**config.mk**
```make
export PLATFORM = sky130hd
export DESIGN_NAME = eod_monitor
export DESIGN_NICKNAME = d
export VERILOG_FILES = /design/src/rtl/eod_pkg.sv /design/src/rtl/eod_regs.sv /design/src/rtl/eod_holdoff.sv /design/src/rtl/eod_flag_bank.sv /design/src/rtl/eod_monitor.sv
export SDC_FILE = /design/constraint.sdc
export NUM_CORES = 1
export LEC_CHECK = 0
export BUFFER_PORTS_ARGS = -buffer_cell sky130_fd_sc_hd__buf_4
export CAP_MARGIN = 20
export CORE_UTILIZATION = 40
export CTS_CLUSTER_DIAMETER = 200
export DETAILED_ROUTE_END_ITERATION = 10
export PLACE_DENSITY_LB_ADDON = 0.08
export SETUP_SLACK_MARGIN = 0.15
export SYNTH_ARGS = -nofsm -noshare
export SYNTH_HDL_FRONTEND = slang
export SYNTH_HIERARCHICAL = 1
export SYNTH_SLANG_ARGS = --single-unit
```
**constraint.sdc**
```tcl
create_clock -name clk_i -period 3.7 [get_ports clk_i]
set_input_delay 0.37 -clock clk_i [delete_from_list [all_inputs] [get_ports clk_i]]
set_output_delay 0.37 -clock clk_i [all_outputs]
set_load 0.1 [all_outputs]
```
**src/rtl/eod_pkg.sv**
```systemverilog
package eod_pkg;
  localparam int MV_W    = 12;
  localparam int ADDR_W  = 8;
  localparam int DATA_W  = 16;
  localparam int NUM_LVL = 2;   // 0: low warning, 1: empty

  localparam logic [ADDR_W-1:0] ADDR_THR_LOW   = 8'h30;
  localparam logic [ADDR_W-1:0] ADDR_THR_EMPTY = 8'h32;
  localparam logic [ADDR_W-1:0] ADDR_LAST_MV   = 8'h34;
  localparam logic [ADDR_W-1:0] ADDR_CMD       = 8'h39;
  localparam logic [DATA_W-1:0] CMD_SOFT_RST   = 16'h0080;

  localparam logic [MV_W-1:0] DEF_THR_LOW   = 12'd1520;
  localparam logic [MV_W-1:0] DEF_THR_EMPTY = 12'd1470;

  typedef logic [NUM_LVL-1:0][MV_W-1:0] thr_vec_t;
endpackage

```
**src/rtl/eod_regs.sv**
```systemverilog
module eod_regs
  import eod_pkg::*;
(
  input  logic              clk_i,
  input  logic              rst_ni,
  input  logic              reg_we_i,
  input  logic [ADDR_W-1:0] reg_addr_i,
  input  logic [DATA_W-1:0] reg_wdata_i,
  input  logic [MV_W-1:0]   last_mv_i,
  output thr_vec_t          thr_o,
  output logic              soft_rst_o,
  output logic [DATA_W-1:0] reg_rdata_o
);
  localparam int PAD_W = DATA_W - MV_W;

  thr_vec_t thr_q;
  logic     we_low, we_empty;

  assign soft_rst_o = reg_we_i && (reg_addr_i == ADDR_CMD) && (reg_wdata_i == CMD_SOFT_RST);
  assign we_low     = reg_we_i && (reg_addr_i == ADDR_THR_LOW);
  assign we_empty   = reg_we_i && (reg_addr_i == ADDR_THR_EMPTY);

  always_ff @(posedge clk_i or negedge rst_ni) begin
    if (!rst_ni) begin
      thr_q[0] <= DEF_THR_LOW;
      thr_q[1] <= DEF_THR_EMPTY;
    end else if (soft_rst_o) begin
      thr_q[0] <= DEF_THR_LOW;
      thr_q[1] <= DEF_THR_EMPTY;
    end else begin
      if (we_low)   thr_q[0] <= reg_wdata_i[MV_W-1:0];
      if (we_empty) thr_q[1] <= reg_wdata_i[MV_W-1:0];
    end
  end

  assign thr_o = thr_q;

  always_comb begin
    unique case (reg_addr_i)
      ADDR_THR_LOW:   reg_rdata_o = {{PAD_W{1'b0}}, thr_q[0]};
      ADDR_THR_EMPTY: reg_rdata_o = {{PAD_W{1'b0}}, thr_q[1]};
      ADDR_LAST_MV:   reg_rdata_o = {{PAD_W{1'b0}}, last_mv_i};
      default:        reg_rdata_o = '0;
    endcase
  end
endmodule

```
**src/rtl/eod_holdoff.sv**
```systemverilog
module eod_holdoff #(
  parameter int HOLD_CYC = 100_000_000
) (
  input  logic clk_i,
  input  logic rst_ni,
  input  logic hi_rate_i,
  output logic mon_en_o
);
  localparam int CNT_W = $clog2(HOLD_CYC + 1);
  localparam logic [CNT_W-1:0] CNT_LOAD = CNT_W'(HOLD_CYC);

  logic [CNT_W-1:0] cnt_q;

  // Reload on every high-rate cycle, so a re-entry restarts the holdoff
  always_ff @(posedge clk_i or negedge rst_ni) begin
    if (!rst_ni)            cnt_q <= '0;
    else if (hi_rate_i)     cnt_q <= CNT_LOAD;
    else if (cnt_q != '0)   cnt_q <= cnt_q - CNT_W'(1);
  end

  assign mon_en_o = !hi_rate_i && (cnt_q == '0);
endmodule

```
**src/rtl/eod_flag_bank.sv**
```systemverilog
module eod_flag_bank
  import eod_pkg::*;
(
  input  logic              clk_i,
  input  logic              rst_ni,
  input  logic              smp_vld_i,
  input  logic [MV_W-1:0]   smp_mv_i,
  input  logic              mon_en_i,
  input  logic              clr_i,
  input  thr_vec_t          thr_i,
  output logic [NUM_LVL-1:0] flag_o
);
  for (genvar g = 0; g < NUM_LVL; g++) begin : g_lvl
    logic hit, flag_q;
    assign hit = smp_vld_i && mon_en_i && (smp_mv_i < thr_i[g]);

    // Clear wins over a coincident hit
    always_ff @(posedge clk_i or negedge rst_ni) begin
      if (!rst_ni)    flag_q <= 1'b0;
      else if (clr_i) flag_q <= 1'b0;
      else if (hit)   flag_q <= 1'b1;
    end
    assign flag_o[g] = flag_q;
  end
endmodule

```
**src/rtl/eod_monitor.sv**
```systemverilog
module eod_monitor
  import eod_pkg::*;
#(
  parameter int CLK_HZ = 200_000_000
) (
  input  logic              clk_i,
  input  logic              rst_ni,
  input  logic              smp_vld_i,
  input  logic [MV_W-1:0]   smp_mv_i,
  input  logic              hi_rate_i,
  input  logic              chg_evt_i,
  input  logic              reg_we_i,
  input  logic [ADDR_W-1:0] reg_addr_i,
  input  logic [DATA_W-1:0] reg_wdata_i,
  output logic [DATA_W-1:0] reg_rdata_o,
  output logic              low_flag_o,
  output logic              empty_flag_o,
  output logic [MV_W-1:0]   last_mv_o
);
  localparam int HOLD_CYC = (CLK_HZ / 2 < 1) ? 1 : CLK_HZ / 2;

  thr_vec_t           thr;
  logic               soft_rst, mon_en;
  logic [NUM_LVL-1:0] flags;
  logic [MV_W-1:0]    last_mv_q;

  always_ff @(posedge clk_i or negedge rst_ni) begin
    if (!rst_ni)        last_mv_q <= '0;
    else if (smp_vld_i) last_mv_q <= smp_mv_i;
  end

  eod_regs u_regs (
    .clk_i       (clk_i),
    .rst_ni      (rst_ni),
    .reg_we_i    (reg_we_i),
    .reg_addr_i  (reg_addr_i),
    .reg_wdata_i (reg_wdata_i),
    .last_mv_i   (last_mv_q),
    .thr_o       (thr),
    .soft_rst_o  (soft_rst),
    .reg_rdata_o (reg_rdata_o)
  );

  eod_holdoff #(.HOLD_CYC(HOLD_CYC)) u_hold (
    .clk_i     (clk_i),
    .rst_ni    (rst_ni),
    .hi_rate_i (hi_rate_i),
    .mon_en_o  (mon_en)
  );

  eod_flag_bank u_flags (
    .clk_i     (clk_i),
    .rst_ni    (rst_ni),
    .smp_vld_i (smp_vld_i),
    .smp_mv_i  (smp_mv_i),
    .mon_en_i  (mon_en),
    .clr_i     (chg_evt_i | soft_rst),
    .thr_i     (thr),
    .flag_o    (flags)
  );

  assign low_flag_o   = flags[0];
  assign empty_flag_o = flags[1];
  assign last_mv_o    = last_mv_q;
endmodule

```
== Yosys cells after proc, flatten, opt, wreduce, memory -nomap -nowiden ==
Index checks and enable logic that the tools add are counted.

* Add/sub/neg operators: 1
* $mul: 0
* Div/mod/pow operators: 0
* Order comparisons: 2
* Equal/unequal tests: 5
* Shift-type cells: 0
* Multiplexer cells: 10
* Bitwise gates (word level): 1
* Reductions and logical operators: 16

{| class="wikitable"
|+ Operator list
! kind !! number
|-
| two-way mux 27 bit || 2
|-
| one-hot mux 12 bit (3 select lines) || 1
|-
| == test 8 x 6 -> 1 bit, second input constant || 4
|-
| zero test 27 bit || 1
|-
| nonzero test 27 bit || 1
|-
| subtractor 27 x 1 -> 27 bit, second input constant || 1
|-
| < comparator 12 bit || 2
|-
| two-way mux 12 bit || 2
|-
| two-way mux 24 bit || 1
|-
| == test 16 x 8 -> 1 bit, second input constant || 1
|-
| nonzero test 2 bit || 5
|-
| logical AND 1 bit || 8
|-
| two-way mux 1 bit || 4
|-
| zero test 1 bit || 1
|-
| OR 1 bit || 1
|}

* Register bits: 65
* Latch bits: 0
* RAM bits: 0
* Bits in read-only memories: 0
* Logic and storage cells: 41
* Memories kept: 0

== Depth between registers and ports, before layout ==
Gate-level depths: netlist of the first run.

* Depth in word-level cells: 6
* Depth in mapped cells: 11
* Mapped depth without buffers: 9

== Modules after synthesis ==
The synthesis of the first run kept the hierarchy.

{| class="wikitable"
|+ Modules (own cells, without submodules)
! module !! times used !! cells each !! area each (µm²) !! sequential area each (µm²)
|-
| eod_holdoff || 1 || 148 || 1450.1 || 675.6
|-
| eod_regs || 1 || 142 || 1360.1 || 618.1
|-
| eod_flag_bank || 1 || 84 || 641.9 || 50.0
|-
| eod_monitor || 1 || 26 || 490.5 || 300.3
|}

== Least setup slack after synthesis of the first run ==
No wires, ideal clock.

* Kind: register to register
* Start point: register u_hold.cnt_q[0]
* End point: register u_flags.g_lvl[0].flag_q
* Library setup time: 0.082 ns
* Arrival: 2.776 ns
* Required time: 3.618 ns
* Path slack: 0.843 ns
* Stages on the path, launching flop included: 12
* Path buffers: 2
* Clock period less this slack: 2.857 ns
* Path through: dfrtp_1 inv_1 ha_1 or4b_1 clkbuf_1 or4_4 or2_1 buf_6 nor2_1 o2111ai_1 a221o_1 a31oi_1

* Cells in the longest elaborated chain, start to end: 5

{| class="wikitable"
|+ Ends and longest elaborated chain
! what !! line !! text
|-
| start, declared || eod_holdoff.sv:12 || <nowiki>logic [CNT_W-1:0] cnt_q;</nowiki>
|-
| start signal, assigned || eod_holdoff.sv:18 || <nowiki>else if (cnt_q != '0) cnt_q <= cnt_q - CNT_W'(1);</nowiki>
|-
| zero test 27 bit || eod_holdoff.sv:21 || <nowiki>assign mon_en_o = !hi_rate_i && (cnt_q == '0);</nowiki>
|-
| logical AND 1 bit || eod_holdoff.sv:21 ||
|-
| named net mon_en || eod_monitor.sv:23 || <nowiki>logic soft_rst, mon_en;</nowiki>
|-
| logical AND 1 bit (2 in series) || eod_flag_bank.sv:15 || <nowiki>assign hit = smp_vld_i && mon_en_i && (smp_mv_i < thr_i[g]);</nowiki>
|-
| nonzero test 2 bit (no source line) || n/a ||
|-
| end signal, assigned || eod_flag_bank.sv:19 || <nowiki>if (!rst_ni) flag_q <= 1'b0;</nowiki>
|-
| end signal, assigned || eod_flag_bank.sv:20 || <nowiki>else if (clr_i) flag_q <= 1'b0;</nowiki>
|-
| end signal, assigned || eod_flag_bank.sv:21 || <nowiki>else if (hit) flag_q <= 1'b1;</nowiki>
|-
| end, declared || eod_flag_bank.sv:14 || <nowiki>logic hit, flag_q;</nowiki>
|}

The timed path passes the listed nets, and every way through them passes these cells.
A chain may end at the register's enable or synchronous reset.

== Worst setup path in the final report of the first run ==
Same ends and word-level chain as after synthesis.

==> results of run 1 <==
cells by family (layout without fill, tap and decap cells):
group           Yosys count  count (layout)  synth area share, %
simple gates            137             137                 19.1
compound gates           71              71                 13.5
buf+inv                  67             128                 8.31
flops                    65              65                 41.7
fa+ha+maj                23              23                 7.30
mux                      21              21                 6.66
xor+xnor                 15              15                 3.33
other cells               1               4               0.0951
critical path, delay by kind of cell (launching register included):
kind            cells  cell delay (ns)
simple gates        4             1.80
compound gates      3             0.65
flops               1             0.42
fa+ha+maj           1             0.15
buf+inv             1             0.08
per-layer routing:
| metal | global-route usage, % | up-vias | wire length (µm) |
|---|---|---|---|
| met5 | 0 | - | 0 |
| met4 | 4.01 | 0 | 63 |
| met3 | 4.14 | 4 | 362 |
| met2 | 33.2 | 65 | 4570 |
| met1 | 27.4 | 1566 | 4800 |
| li1 | - | 1531 | - |
cell usage in the layout (no fill, tap or decap), types with 4 or more instances in the layout:
cell type | netlist | routed
sky130_fd_sc_hd__o22ai_1 | 6 | 6
sky130_fd_sc_hd__xor2_1 | 14 | 14
sky130_fd_sc_hd__ha_1 | 23 | 23
sky130_fd_sc_hd__nand3_1 | 9 | 9
sky130_fd_sc_hd__mux2i_1 | 9 | 9
sky130_fd_sc_hd__o21ai_0 | 12 | 12
sky130_fd_sc_hd__mux2_4 | 10 | 10
sky130_fd_sc_hd__clkbuf_8 | 0 | 10
sky130_fd_sc_hd__a222oi_1 | 12 | 12
sky130_fd_sc_hd__dfrtp_1 | 51 | 51
sky130_fd_sc_hd__nand2_1 | 35 | 35
sky130_fd_sc_hd__nand4_1 | 6 | 6
sky130_fd_sc_hd__conb_1 | 1 | 4
sky130_fd_sc_hd__nor2_1 | 30 | 30
sky130_fd_sc_hd__nor2b_1 | 5 | 5
sky130_fd_sc_hd__nor4_1 | 8 | 8
sky130_fd_sc_hd__a21oi_1 | 13 | 13
sky130_fd_sc_hd__o211ai_1 | 4 | 4
sky130_fd_sc_hd__buf_4 | 6 | 69
sky130_fd_sc_hd__nor3_1 | 5 | 5
sky130_fd_sc_hd__dfstp_2 | 14 | 14
sky130_fd_sc_hd__inv_1 | 42 | 42
sky130_fd_sc_hd__nand2b_1 | 8 | 8
sky130_fd_sc_hd__or3_1 | 6 | 6
area by class of cell:
class | count | area, µm²
repair buffers | 69 | 518
flip-flops and latches | 65 | 1640
well taps | 129 | 161
multi-input cells | 271 | 1980
clock inverters | 6 | 67.6
fillers | 913 | 4740
inverters | 43 | 166
clock buffers | 10 | 138
per-stage QoR:
step,power [mW],std cells,area (µm²),setup WS [ns]
after CTS,1.88,593,4680,0.506
after global routing,1.96,593,4680,0.340
after global placement,1.25,577,4470,0.592
after detailed placement,1.25,577,4470,0.527
after floorplan,1.12,403,3950,0.843
final,1.85,593,4680,0.516
final timing paths:
kind	from	to	depth (start not counted)
max	u_hold/cnt_q[0]	u_flags/g_lvl[0].flag_q	9
min	rst_ni	u_hold/cnt_q[10]	1
max reg2reg	u_hold/cnt_q[0]	u_flags/g_lvl[0].flag_q	9
min reg2reg	u_hold/cnt_q[26]	u_hold/cnt_q[26]	1
max in group asynchronous	rst_ni	u_regs/thr_o[1]	1
min in group clk_i	reg_wdata_i[5]	u_regs/thr_o[17]	3
report_power, final:
group / internal (mW) / leakage, nW / switching [mW]
logic: 0.146 / 1.33 / 0.271
clock network: 0.331 / 0.0985 / 0.289
registers: 0.769 / 0.759 / 0.0492
state kept, by name (all words and copies together) (netlist names):
signal                flops
u_regs/thr_o             24
u_flags/g_lvl.flag_q      2
last_mv_o                12
u_hold/cnt_q             27
==> metrics.txt, run 1 <==
worst relative slew slack=between 40% and 50%; Final Hold Fails=0; core footprint=between 0.009 and 0.01 mm²; clock input transition at the sequential cells of the worst setup and hold paths=around 0.080 ns; Area contributors post-synth=sky130_fd_sc_hd__dfrtp_1 (32%), sky130_fd_sc_hd__dfstp_2 (9.3%), sky130_fd_sc_hd__ha_1 (7.3%), sky130_fd_sc_hd__inv_1 (4.0%), sky130_fd_sc_hd__mux2_4 (3.8%); critical path peak fanout=13; CTS tree=built; final antenna diode count=0; first-pass GRT wire length=~16,000 µm; pin count of the biggest net entering global routing=66; number of synthesized flops with an enable pin=0; min Tclk post-route=3.18 ns; count of standard-cell rows=35; sum of negative setup slack=0 ns; startpoint type of the worst setup path=flip-flop; number of nets with antenna violations after routing=0; unrepaired setup endpoints after global routing=false; Via density=approximately 5.3; number of setup violations in the final report=0; critical path start-end classification=flip-flop to flip-flop; share of the synthesized area in the top cell type=between 30% and 40%; initial detailed-routing violation count=180; Post-Synthesis Mean Instance Area=between 9 and 10 µm²; Post-synth top flop=sky130_fd_sc_hd__dfrtp_1; endpoint class of the critical path=flip-flop; register area share after synthesis=a little over two fifths; vertical die dimension=101 µm; netlist area before placement=just under 0.004 mm²; number of search-and-repair iterations in the first detailed-routing pass=5; result of the run=finished, final reports clean; total via count in the routed design=between 3,000 and 4,000; slew at the pin closest to its max-slew limit=0.848 ns; maximum frequency from static timing analysis=~310 MHz; global-route usage over all layers=roughly a fifth; Max stage delay on crit path=0.64 ns; instance count of the mapped netlist=400; max-cap check violation count=0; number of antenna violations at the first check in global routing=0; final core occ=approximately 50%; CTS Buf Count=9; maximum VDD drop=approximately 0.00019 V; Clock Skew=between 0.01 and 0.015 ns; r2r setup slk=around 0.52 ns; Worst Hold Margin=0.132 ns; initial core utilization=a little over two fifths; worst hold path type=input port to async pin; distinct cell type count after synthesis=just over 60; TritonCTS sink count=65; Setup Fix Bufs, Post-CTS=0; most used standard cells in the synthesized netlist=sky130_fd_sc_hd__dfrtp_1 (51), sky130_fd_sc_hd__inv_1 (42), sky130_fd_sc_hd__nand2_1 (35); post-cts resize count=0; count of hold-fix buffers inserted at cts=0; total global routing overflow=0; Yosys top cell by area=sky130_fd_sc_hd__dfrtp_1; Pwr per Cell Area=between 300 and 400 mW/mm²; Data required, critical path=~4.0 ns; root buffer cell=sky130_fd_sc_hd__clkbuf_8; later-pin clock latency in the skew report=around 0.34 ns; critical-path cell list=inv_1, ha_1, or4b_1, or4_4, or2_1, nor2_1, o2111ai_1, a221o_1, a31oi_1; total length of routed wires=9800 µm; flip-flop and latch count after synthesis=65; most common cell in the synthesized netlist=sky130_fd_sc_hd__dfrtp_1; DIE AREA=around 0.010 mm²; post-route fraction of the period consumed by the critical path=a little under nine tenths; via count of the first global-routing pass=around 3,100; deepest level of the CTS H-tree=3; DRC Markers=0; static leakage=2.19 nW; fin nets=around 520; routability congestion estimate from global placement=roughly 0.79; Final Slew Violations=0; I/O pin cnt=slightly above 70; arrival time of the worst setup path=between 3 and 4 ns; DIE WIDTH=around 100 µm; dpl hpwl=about 6700 µm; cell with the biggest individual delay on the critical path=sky130_fd_sc_hd__or4_4; number of buffers on the longest clock path=2; Yosys Warn Count=6; total of buffers placed on input and output ports=67; share of async-settable or async-resettable flops after synthesis=100%; fraction of layout instances using a drive strength above 1=between 20% and 30%; final routed wire length divided by cell count=between 15 and 20 µm; Syn-to-layout area delta=18.6%
Note: power is estimated with default switching activity, not from simulation.
==> run 2: changes to the inputs <==
Settings changed: MAX_ROUTING_LAYER from default to met4.
==> run 2 against run 1 <==
  * Clock power hardly changed
  * Clock skew grew 0.0016 ns
  * Non-clock buffer count stayed put
  * Combinational power is essentially flat
  * Critical path depth stayed put
  * Largest cell class unchanged
  * Largest power group unchanged
==> metrics.txt, run 2 (synthesized netlist as in run 1, its figures left out) <==
result of the run=finished, final reports clean; global-route usage over all layers=20.7% (+0.64 points); highest metal layer used by the detailed router=met4; CTS tree=built; static leakage=2.19 nW (unchanged); maximum VDD drop=0.000189 V (-1.1%); deepest level of the CTS H-tree=3 (unchanged); number of nets with antenna violations after routing=0 (unchanged); number of setup violations in the final report=0 (unchanged); routed length on met2=4520 µm (-1.3%); Syn-to-layout area delta=18.6% (unchanged); final antenna diode count=0 (unchanged); final non-filler cell area=0.00468 mm² (unchanged); count of hold-fix buffers inserted at cts=0 (unchanged); startpoint type of the worst setup path=flip-flop; setup slack at placement=0.527 ns (unchanged); DRC Markers=0 (unchanged); I/O pin cnt=72 (unchanged); Final Hold Fails=0 (unchanged); number of inserted filler cells in the final layout=913 (unchanged); root buffer cell=sky130_fd_sc_hd__clkbuf_8; Final Slew Violations=0 (unchanged); most common cell after layout, fill and taps aside=sky130_fd_sc_hd__buf_4; final routed wire length divided by cell count=16.4 µm (-0.60%); vertical die dimension=101 µm (unchanged); start of the worst register-to-register path=u_hold/cnt_q[0]; Met1 Routed Length=4830 µm (+0.63%); commonest cells after routing, fill and taps aside=sky130_fd_sc_hd__buf_4 (69), sky130_fd_sc_hd__dfrtp_1 (51), sky130_fd_sc_hd__inv_1 (42), sky130_fd_sc_hd__nand2_1 (35), sky130_fd_sc_hd__nor2_1 (30); Pwr per Cell Area=396 mW/mm² (-0.11%); number of antenna violations at the first check in global routing=0 (unchanged); arrival time of the worst setup path=3.44 ns (about the same); number of flip-flops under the largest register name=27 (unchanged); Worst Hold Margin=0.137 ns (+0.00514 ns); DIE WIDTH=101 µm (unchanged); unrepaired setup endpoints after global routing=false; endpoint class of the critical path=flip-flop; routed length on met3=344 µm (-5.0%); cells on worst reg2reg path=9 (unchanged); number of buffers on the longest clock path=2 (unchanged); DIE AREA=0.0103 mm² (unchanged); Data required, critical path=3.95 ns (about the same); worst relative slew slack=43.3% (+0.13 points); core footprint=0.00942 mm² (unchanged); critical path start-end classification=flip-flop to flip-flop; count of standard-cell rows=35 (unchanged); later-pin clock latency in the skew report=0.34 ns (about the same); Via density=5.32 (-0.28%); TritonCTS sink count=65 (unchanged); worst hold path type=input port to async pin; Setup Fix Bufs, Post-CTS=0 (unchanged); clock input transition at the sequential cells of the worst setup and hold paths=0.08 ns (about the same); r2r setup slk=0.51 ns (about the same); total length of routed wires=9740 µm (-0.60%); final core occ=49.7% (unchanged); terminus of the critical flop-to-flop path=u_flags/g_lvl[0].flag_q; fraction of layout instances using a drive strength above 1=28.0% (unchanged); min Tclk post-route=3.19 ns (+0.00163 ns); number of search-and-repair iterations in the first detailed-routing pass=5 (unchanged); placed cell areas=0.00447 mm² (unchanged); maximum frequency from static timing analysis=314 MHz (about the same); largest reg by FF count=u_hold/cnt_q; critical path peak fanout=13 (unchanged); first-pass GRT wire length=15,700 µm (about the same); CTS Buf Count=9 (unchanged); routability congestion estimate from global placement=0.803 (+1.4%); dpl hpwl=6740 µm (unchanged); via count of the first global-routing pass=3,140 (+0.096%); fin nets=524 (unchanged); post-cts resize count=0 (unchanged); initial detailed-routing violation count=189 (+5.0%); slew at the pin closest to its max-slew limit=0.846 ns (-0.00195 ns); final worst slack=0.514 ns (-0.00163 ns); initial core utilization=41.9% (unchanged); max-cap check violation count=0 (unchanged); pin count of the biggest net entering global routing=66 (unchanged); total global routing overflow=0 (unchanged); sum of negative setup slack=0 ns (unchanged); total via count in the routed design=3,157 (-0.28%); post-route fraction of the period consumed by the critical path=86.1% (about the same); total of buffers placed on input and output ports=67 (unchanged); Clock Skew=0.0143 ns (+0.00161 ns)
==> run 2: cell counts in the layout (fill, tap and decap cells not counted) <==
Identical to the previous run, type by type.
==> run 2: final cells by class <==
class                   count  area [µm²]  share of cell area [%]
multi-input cells         271        1980                    42.4
flip-flops and latches     65        1640                    35.2
repair buffers             69         518                    11.1
inverters                  43         166                    3.56
well taps                 129         161                    3.45
clock buffers              10         138                    2.94
clock inverters             6        67.6                    1.44
==> run 2: worst max-delay path: stages (launching register included) <==
cell and delay [ns]:
sky130_fd_sc_hd__dfrtp_1 0.42, sky130_fd_sc_hd__inv_1 0.07, sky130_fd_sc_hd__ha_1 0.15, sky130_fd_sc_hd__or4b_1 0.59, sky130_fd_sc_hd__or4_4 0.64, sky130_fd_sc_hd__or2_1 0.37, sky130_fd_sc_hd__nor2_1 0.20, sky130_fd_sc_hd__o2111ai_1 0.15
sky130_fd_sc_hd__a221o_1 0.37, sky130_fd_sc_hd__a31oi_1 0.14
==> run 2: through the flow <==
step,instances,total power [mW]
final,593,1.85
after global routing,593,1.96
after CTS,593,1.88
after detailed placement,577,1.25
after global placement,577,1.25
after floorplan,403,1.12
==> run 2: power breakdown <==
group / internal, mW / switching, mW
sequential: 0.769 / 0.0499
clock: 0.331 / 0.286
combinational: 0.146 / 0.271
total: 1.25 / 0.607
==> run 2: worst max-delay path by stage <==
| stage | from | end | slack, ns | depth (start not counted) |
|---|---|---|---|---|
| 2_1_floorplan | u_hold/cnt_q[0] | u_flags/g_lvl[0].flag_q | 0.84 | 11 |
| 3_3_place_gp | u_hold/cnt_q[0] | u_flags/g_lvl[0].flag_q | 0.59 | 9 |
| 3_5_place_dp | u_hold/cnt_q[0] | u_flags/g_lvl[0].flag_q | 0.53 | 9 |
| 4_1_cts | u_hold/cnt_q[0] | u_flags/g_lvl[0].flag_q | 0.51 | 9 |
| 5_1_grt | u_hold/cnt_q[0] | u_flags/g_lvl[0].flag_q | 0.34 | 9 |
| 6_report | u_hold/cnt_q[0] | u_flags/g_lvl[0].flag_q | 0.51 | 9 |
==> run 2: layer usage <==
layer / vias to the layer above / global-route usage [%]
li1: 1533 / -
met1: 1553 / 27.5
met2: 67 / 33.2
met3: 4 / 4.00
met4: 0 / 4.01
met5: - / -
==> run 3: changes to the inputs <==
Settings changed: PLACE_DENSITY_LB_ADDON 0.08 to 0.15.
==> run 3 against run 2 <==
  * Die area is the same
  * Power is 0.60% lower
  * Global-route usage down 0.46 points
  * Critical path type unchanged
  * Via count up 1.6%
  * Combinational power about the same
  * Count of clock-buffer cells in the layout is 1 higher
  * Critical path depth unchanged
==> metrics.txt, run 3 (synthesized netlist as in run 1, its figures left out) <==
result of the run=finished, final reports clean; total length of routed wires=9490 µm (-2.6%); Setup Fix Bufs, Post-CTS=0 (unchanged); maximum frequency from static timing analysis=316 MHz (+0.63%); deepest level of the CTS H-tree=3 (unchanged); min Tclk post-route=3.17 ns (-0.0201 ns); Internal Pwr Total=1.24 mW (-0.27%); arrival time of the worst setup path=3.43 ns (about the same); number of setup violations in the final report=0 (unchanged); routability congestion estimate from global placement=0.840 (+4.6%); initial detailed-routing violation count=205 (+8.5%); GRT met3 Usage=3.80% (-0.21 points); critical path start-end classification=flip-flop to flip-flop; fraction of layout instances using a drive strength above 1=28.0% (-0.060 points); post-route fraction of the period consumed by the critical path=85.6% (-0.54 points); DIE AREA=0.0103 mm² (unchanged); fin nets=525 (+0.19%); unrepaired setup endpoints after global routing=false; dpl hpwl=6730 µm (-0.16%); Pwr per Cell Area=394 mW/mm² (-0.57%); GR Layer Usage met2=27.9% (-5.3 points); final routed wire length divided by cell count=16.0 µm (-2.7%); Worst Hold Margin=0.137 ns (-0.000833 ns); pin count of the biggest net entering global routing=66 (unchanged); initial core utilization=41.9% (unchanged); switching part of the total=32.5% (-0.22 points); later-pin clock latency in the skew report=0.34 ns (about the same); register share of total power=44.7% (+0.5 points); vertical die dimension=101 µm (unchanged); count of hold-fix buffers inserted at cts=0 (unchanged); total via count in the routed design=3,208 (+1.6%); number of flip-flops under the largest register name=27 (unchanged); number of antenna violations at the first check in global routing=0 (unchanged); DRC Markers=0 (unchanged); root buffer cell=sky130_fd_sc_hd__clkbuf_8; final antenna diode count=0 (unchanged); cell family with the largest share of critical-path delay=simple AND/OR/NAND/NOR gates; met1 Usage GRT=29.6% (+2.2 points); I/O pin cnt=72 (unchanged); post-layout power=1.84 mW (-0.60%); clock input transition at the sequential cells of the worst setup and hold paths=0.07 ns (about the same); switching pwr=599 µW (-1.3%); total global routing overflow=0 (unchanged); critical-path cell list=inv_1, ha_1, or4b_1, or4_4, or2_1, nor2_1, o2111ai_1, a221o_1, a31oi_1; Clock Skew=0.00687 ns (-0.00741 ns); worst relative slew slack=44.0% (+0.67 points); Via density=5.40 (+1.4%); endpoint class of the critical path=flip-flop; commonest cells after routing, fill and taps aside=sky130_fd_sc_hd__buf_4 (70), sky130_fd_sc_hd__dfrtp_1 (51), sky130_fd_sc_hd__inv_1 (42), sky130_fd_sc_hd__nand2_1 (35), sky130_fd_sc_hd__nor2_1 (30); number of buffers and inverters on the critical path=1 (unchanged); maximum VDD drop=0.000136 V (-28%); Final Hold Fails=0 (unchanged); post-cts resize count=0 (unchanged); total of buffers placed on input and output ports=67 (unchanged); max-cap check violation count=0 (unchanged); DIE WIDTH=101 µm (unchanged); startpoint type of the worst setup path=flip-flop; most common cell after layout, fill and taps aside=sky130_fd_sc_hd__buf_4; r2r setup slk=0.53 ns (+0.02 ns); via count of the first global-routing pass=2,940 (-6.4%); Max stage delay on crit path=0.65 ns (about the same); largest reg by FF count=u_hold/cnt_q; number of nets with antenna violations after routing=0 (unchanged); number of search-and-repair iterations in the first detailed-routing pass=5 (unchanged); part of the power in combinational logic=22.6% (about the same); Syn-to-layout area delta=18.6% (about the same); first-pass GRT wire length=15,300 µm (-3.1%); global-route usage over all layers=20.3% (-0.46 points); core footprint=0.00942 mm² (unchanged); number of inserted filler cells in the final layout=890 (-2.5%); count of standard-cell rows=35 (unchanged); critical path peak fanout=13 (unchanged); TritonCTS sink count=65 (unchanged); cell with the biggest individual delay on the critical path=sky130_fd_sc_hd__or4_4; CTS Buf Count=9 (unchanged); slew at the pin closest to its max-slew limit=0.840 ns (-0.00555 ns); static leakage=2.19 nW (+0.11%); Data required, critical path=3.96 ns (about the same); clock power share=32.8% (-0.5 points); Final Slew Violations=0 (unchanged); worst hold path type=input port to async pin; CTS tree=built; layer with the highest usage after global routing=met1; number of buffers on the longest clock path=2 (unchanged); sum of negative setup slack=0 ns (unchanged)
run 3: routing by layer:
metal,vias to the layer above,share of wire (%)
met4,0,0.82
met3,6,5.3
met5,-,0
met1,1556,51
met2,109,43
li1,1537,-
run 3: area by class of cell:
type	instances	area, µm²	area share [%]
clock inverters	5	55.1	1.18
flip-flops and latches	65	1640	35.2
multi-input cells	271	1980	42.4
well taps	129	161	3.45
inverters	43	166	3.56
clock buffers	11	141	3.02
repair buffers	70	526	11.2
run 3: path summary, 6_finish.rpt:
kind | from | to | depth (start not counted)
max in group asynchronous | rst_ni | u_hold/cnt_q[1] | 1
setup / recovery | u_hold/cnt_q[0] | u_flags/g_lvl[0].flag_q | 9
min in group clk_i | reg_wdata_i[1] | u_regs/thr_o[1] | 3
hold / removal | rst_ni | u_hold/cnt_q[12] | 1
setup reg to reg | u_hold/cnt_q[0] | u_flags/g_lvl[0].flag_q | 9
hold reg to reg | u_hold/cnt_q[26] | u_hold/cnt_q[26] | 1
run 3: power groups by stage:
| stage | Sequential, mW | Clock [mW] | Combinational [mW] |
|---|---|---|---|
| after floorplan | 0.916 | 0 | 0.207 |
| after global placement | 0.831 | 0 | 0.412 |
| after detailed placement | 0.833 | 0 | 0.415 |
| after CTS | 0.821 | 0.623 | 0.417 |
| after global routing | 0.830 | 0.653 | 0.453 |
| final | 0.822 | 0.604 | 0.416 |
run 3: worst register-to-register path, cell delays in order, from the launching register on:
cell and delay, ns:
sky130_fd_sc_hd__dfrtp_1 0.42, sky130_fd_sc_hd__inv_1 0.07, sky130_fd_sc_hd__ha_1 0.15, sky130_fd_sc_hd__or4b_1 0.60, sky130_fd_sc_hd__or4_4 0.65, sky130_fd_sc_hd__or2_1 0.37
sky130_fd_sc_hd__nor2_1 0.19, sky130_fd_sc_hd__o2111ai_1 0.14, sky130_fd_sc_hd__a221o_1 0.36, sky130_fd_sc_hd__a31oi_1 0.13
run 3: stage by stage:
stage	instances	setup slack, ns	util (%)	cell area (µm²)
after floorplan	403	0.843	-	3950
final	594	0.534	49.7	4680
after CTS	594	0.540	49.7	4680
after detailed placement	578	0.561	47.6	4480
after global placement	578	0.618	47.6	4480
after global routing	594	0.385	49.7	4680
